==> config.mk <==
export PLATFORM = sky130hd
export DESIGN_NAME = hazard_ctrl
export DESIGN_NICKNAME = d
export VERILOG_FILES = /design/src/rtl/hazard_pkg.sv /design/src/rtl/hz_operand_bypass.sv /design/src/rtl/hz_load_use.sv /design/src/rtl/hz_bubble_mux.sv /design/src/rtl/hazard_ctrl.sv
export SDC_FILE = /design/constraint.sdc
export NUM_CORES = 1
export LEC_CHECK = 0
export BUFFER_PORTS_ARGS = -buffer_cell sky130_fd_sc_hd__buf_4
export CORE_MARGIN = 2
export CORE_UTILIZATION = 34
export DETAILED_ROUTE_END_ITERATION = 10
export PLACE_DENSITY_LB_ADDON = 0.05
export SLEW_MARGIN = 20
export SYNTH_ARGS = -nofsm -noshare
export SYNTH_HDL_FRONTEND = slang
export SYNTH_SLANG_ARGS = --single-unit
==> constraint.sdc <==
create_clock -name vclk -period 1.3
set_input_delay 0 -clock vclk [all_inputs]
set_output_delay 0 -clock vclk [all_outputs]
set_load 0.01 [all_outputs]
==> src/rtl/hazard_pkg.sv <==
package hazard_pkg;
  typedef enum logic [1:0] {
    SEL_REGFILE = 2'b00,
    SEL_WB_BYP  = 2'b01,
    SEL_MEM_BYP = 2'b10
  } opnd_sel_e;
endpackage

==> src/rtl/hz_operand_bypass.sv <==
module hz_operand_bypass
  import hazard_pkg::*;
#(
  parameter int REG_W = 5
) (
  input  logic [REG_W-1:0] src,
  input  logic [REG_W-1:0] mem_dst,
  input  logic             mem_wen,
  input  logic [REG_W-1:0] wb_dst,
  input  logic             wb_wen,
  output opnd_sel_e        sel
);
  // A producer counts only if it writes a real (nonzero) register equal to src.
  function automatic logic live_match(input logic wen, input logic [REG_W-1:0] dst,
                                      input logic [REG_W-1:0] s);
    return wen && (dst != '0) && (dst == s);
  endfunction

  logic mem_hit;
  logic wb_hit;

  assign mem_hit = live_match(mem_wen, mem_dst, src);
  assign wb_hit  = live_match(wb_wen, wb_dst, src);

  // Youngest producer first.
  always_comb begin
    if (mem_hit)     sel = SEL_MEM_BYP;
    else if (wb_hit) sel = SEL_WB_BYP;
    else             sel = SEL_REGFILE;
  end

  always_comb begin
    assert_legal_code_R9: assert (sel != opnd_sel_e'(2'b11))
      else $error("illegal bypass select");
    assert_reg0_no_bypass_R8: assert (src != '0 || sel == SEL_REGFILE)
      else $error("register 0 was bypassed");
    assert_no_writer_R7: assert (mem_wen || wb_wen || sel == SEL_REGFILE)
      else $error("bypass chosen with no writer in flight");
  end
endmodule

==> src/rtl/hz_load_use.sv <==
module hz_load_use #(
  parameter int REG_W   = 5,
  parameter int NUM_SRC = 2
) (
  input  logic [NUM_SRC-1:0][REG_W-1:0] dec_src,
  input  logic [REG_W-1:0]              exe_dst,
  input  logic                          exe_wen,
  input  logic                          exe_load,
  output logic                          stall
);
  logic             producer_ok;
  logic [NUM_SRC-1:0] src_hit;

  assign producer_ok = exe_load && exe_wen && (exe_dst != '0);

  for (genvar g = 0; g < NUM_SRC; g++) begin : g_src
    assign src_hit[g] = producer_ok && (dec_src[g] == exe_dst);
  end

  assign stall = |src_hit;

  always_comb begin
    assert_stall_needs_load_R1: assert (!stall || (exe_load && exe_wen))
      else $error("stall without a writing load in execute");
    assert_stall_reg0_R8: assert (!stall || exe_dst != '0)
      else $error("stall on register 0");
  end
endmodule

==> src/rtl/hz_bubble_mux.sv <==
module hz_bubble_mux #(
  parameter int CTRL_W = 8
) (
  input  logic [CTRL_W-1:0] ctrl_in,
  input  logic              squash,
  output logic [CTRL_W-1:0] ctrl_out
);
  assign ctrl_out = squash ? '0 : ctrl_in;
endmodule

==> src/rtl/hazard_ctrl.sv <==
module hazard_ctrl
  import hazard_pkg::*;
#(
  parameter int REG_W  = 5,
  parameter int CTRL_W = 8
) (
  input  logic [REG_W-1:0]  dec_src1,
  input  logic [REG_W-1:0]  dec_src2,
  input  logic [REG_W-1:0]  exe_src1,
  input  logic [REG_W-1:0]  exe_src2,
  input  logic [REG_W-1:0]  exe_dst,
  input  logic              exe_wen,
  input  logic              exe_load,
  input  logic [REG_W-1:0]  mem_dst,
  input  logic              mem_wen,
  input  logic [REG_W-1:0]  wb_dst,
  input  logic              wb_wen,
  input  logic [CTRL_W-1:0] dec_ctrl,
  output logic [1:0]        opa_sel,
  output logic [1:0]        opb_sel,
  output logic              load_stall,
  output logic              pc_freeze,
  output logic              fd_freeze,
  output logic [CTRL_W-1:0] exe_ctrl_next
);
  localparam int NUM_OPND = 2;

  logic [NUM_OPND-1:0][REG_W-1:0] exe_srcs;
  logic [NUM_OPND-1:0][REG_W-1:0] dec_srcs;
  opnd_sel_e                      sel_vec [NUM_OPND];

  assign exe_srcs = {exe_src2, exe_src1};
  assign dec_srcs = {dec_src2, dec_src1};

  for (genvar g = 0; g < NUM_OPND; g++) begin : g_opnd
    hz_operand_bypass #(.REG_W(REG_W)) u_byp (
      .src     (exe_srcs[g]),
      .mem_dst (mem_dst),
      .mem_wen (mem_wen),
      .wb_dst  (wb_dst),
      .wb_wen  (wb_wen),
      .sel     (sel_vec[g])
    );
  end

  assign opa_sel = sel_vec[0];
  assign opb_sel = sel_vec[1];

  hz_load_use #(.REG_W(REG_W), .NUM_SRC(NUM_OPND)) u_lu (
    .dec_src  (dec_srcs),
    .exe_dst  (exe_dst),
    .exe_wen  (exe_wen),
    .exe_load (exe_load),
    .stall    (load_stall)
  );

  assign pc_freeze = load_stall;
  assign fd_freeze = load_stall;

  hz_bubble_mux #(.CTRL_W(CTRL_W)) u_bub (
    .ctrl_in  (dec_ctrl),
    .squash   (load_stall),
    .ctrl_out (exe_ctrl_next)
  );

  always_comb begin
    assert_freeze_pair_R2: assert (pc_freeze == load_stall && fd_freeze == load_stall)
      else $error("freeze outputs disagree with stall");
    assert_bubble_zero_R3: assert (!load_stall || exe_ctrl_next == '0)
      else $error("stall without bubble");
  end
endmodule

==> qor.yml <==
status: "finished, violations left"
violations: "setup timing"
power_density_nw_per_um2: 321
grt_setup_unrepaired: "yes"
n_sequential_cell: 0
diodes: 0
period_share_pct: 100
cp.arrival_ns: 1.30
grt_pass1_wl_um: 2760
min_path_cells: 3
fill_cells: 94
hold_viol: 0
yosys-top-cells-count: "xnor2_1 (16), xor2_1 (14), a21boi_0 (7)"
max_freq_mhz: 767
intPower_uw: 200
io_pins: 62
clock_buffers: 0
port_buffers: 62
p_sw_uw: 136
yosys.cell_count.top_type: "xnor2_1"
grt_antenna_before_repair: 0
critPathMaxStageDelay_ns: 0.54
post_drt_wl_per_cell_um: 13.5
firstDrtPassIters: 4
worst-setup-path-type: "in -> out"
grt_use_total_pct: 19.1
slew_viol_final: 0
yosysSeqAreaShare_pct: 0
grt_max_degree: 10
place.gp.congestion: 0.856
whs_endpoint: "exe_ctrl_next[6]"
chipWidth_um: 42.0
fin_hold_ws_ns: 0.342
crit_buf_inv: 2
grt_pass1_vias: 701
chipHeight_um: 42.0
yosysWarnings: 0
layout-area-overhead-vs-synth_pct: 113
synth_cells: 62
min_period_ns: 1.30
postLayoutSetupSlackWorst_ns: -0.00444
viasPerCell: 4.89
drc: 0
nets: 175
required_ns: 1.30
finalSetupViolations: 1
dieArea_um2: 1760
grt-ovfl-total: 0
p_comb_share_pct: 100.0
worst_pin_slew_ns: 0.306
hold_buffers: 0
drive_gt1_share_pct: 60.3
path_depth: 6
synth_top_cell_by_area: "xnor2_1"
cp-start-kind: "primary input"
slew_headroom_pct: 79.5
regArea_um2: 0
routed_wl_um: 1900
drt_iter0_drc: 10
ys_types: 16
hp-start: "dec_ctrl[6]"
initial_utilization_pct: 37.2
post_synth.cell_area_avg_um2: 7.91
ant_nets: 0
p_leak_uw: 0.000486
ir_drop_mv: 0.216
crit_path_end_kind: "primary output"
p_seq_share_pct: 0
critPathSlowestCell: "or4_4"
cap_violations: 0
critPathMaxFanout: 2
clkPwrFrac_pct: 0
switching_share_pct: 40.5
rows: 13
crit_chain: "buf_6 > or4_4 > o21ai_4 > nor4_4 > nor4_2 > buf_4"
synth.area.top_cells: "xnor2_1 (29%), xor2_1 (25%), a21boi_0 (11%), buf_4 (6.1%), or4_1 (6.1%)"
critPathTopFamily: "simple AND/OR/NAND/NOR gates"
min_path_type: "in -> out"
hpwl_um: 1610
final_core_util_pct: 79.3
core_area_um2: 1320
vias: 689
synth_area_um2: 490
synthesis.nets: 109
synth_top_area_share_pct: 28.6
[routing by layer]
metal	GRT usage, %	routed length [um]
met4	1.94	0
met2	39.7	1090
met1	20.3	676
met3	2.59	137
met5	0	0
[worst max-delay path by stage]
stage | start | to | slack [ns]
floorplan | mem_dst[0] | opa_sel[0] | 0.19
global placement | mem_dst[0] | opb_sel[0] | -0.01
detailed placement | mem_dst[0] | opa_sel[0] | -0.03
CTS | mem_dst[0] | opb_sel[0] | 0.02
global route | mem_dst[2] | opb_sel[0] | -0.06
finish | mem_dst[2] | opb_sel[0] | -0.004
[stage by stage]
step	TNS (ns)	power (uW)	instances	setup slack (ns)	instance area (um2)
final	-0.00444	336	141	-0.00444	1040
after global routing	-0.0646	360	141	-0.0579	1040
after CTS	0	316	141	0.0185	993
after detailed placement	-0.0601	311	140	-0.0344	982
after global placement	-0.0210	302	140	-0.0144	982
after floorplan	0	119	62	0.195	490
[cell usage in the layout, fill, tap and decap left out]
cell / Yosys / final
nor4_4: 0 / 1
xor2_1: 14 / 14
or4_4: 0 / 2
o21ai_1: 1 / 1
buf_6: 0 / 2
nor4_2: 2 / 3
xnor2_1: 16 / 16
a21boi_0: 7 / 7
o21ai_4: 0 / 1
nand3_1: 4 / 4
and2_1: 1 / 1
or4_1: 4 / 2
buf_4: 4 / 66
nand2_1: 2 / 2
o22ai_1: 1 / 1
o311a_4: 0 / 1
or3_1: 1 / 1
a21boi_1: 1 / 1
[power groups by stage]
stage / clock [uW] / combinational (uW) / sequential (uW)
floorplan: 0 / 119 / 0
global placement: 0 / 302 / 0
detailed placement: 0 / 311 / 0
CTS: 0 / 316 / 0
global route: 0 / 360 / 0
finish: 0 / 336 / 0
[cells by family (layout without fill, tap and decap cells)]
logic type / Yosys count / count (layout) / synth area share [%]
xor+xnor: 30 / 30 / 53.6
compound gates: 12 / 12 / 18.4
buf+inv: 4 / 68 / 6.12
simple gates: 16 / 16 / 21.9
[tightest hold or removal path: stages]
cell and delay (ns):
buf_4 0.08, a21boi_1 0.14, buf_4 0.13
[cell type report]
type / count / area (um2) / share of cell area [%]
Timing Repair Buffer: 68 / 518 / 49.6
Tap cell: 15 / 18.8 / 1.80
Multi-Input combinational cell: 58 / 508 / 48.6
[what timing repair did]
action                                 in CTS  in global routing
endpoints found under the hold margin       0                  0
setup endpoints to repair                   2                  9
pin swaps                                   3                  5
setup buffers                               1                  1
resized for setup                           1                  8
Note: power is estimated with default switching activity, not from simulation.
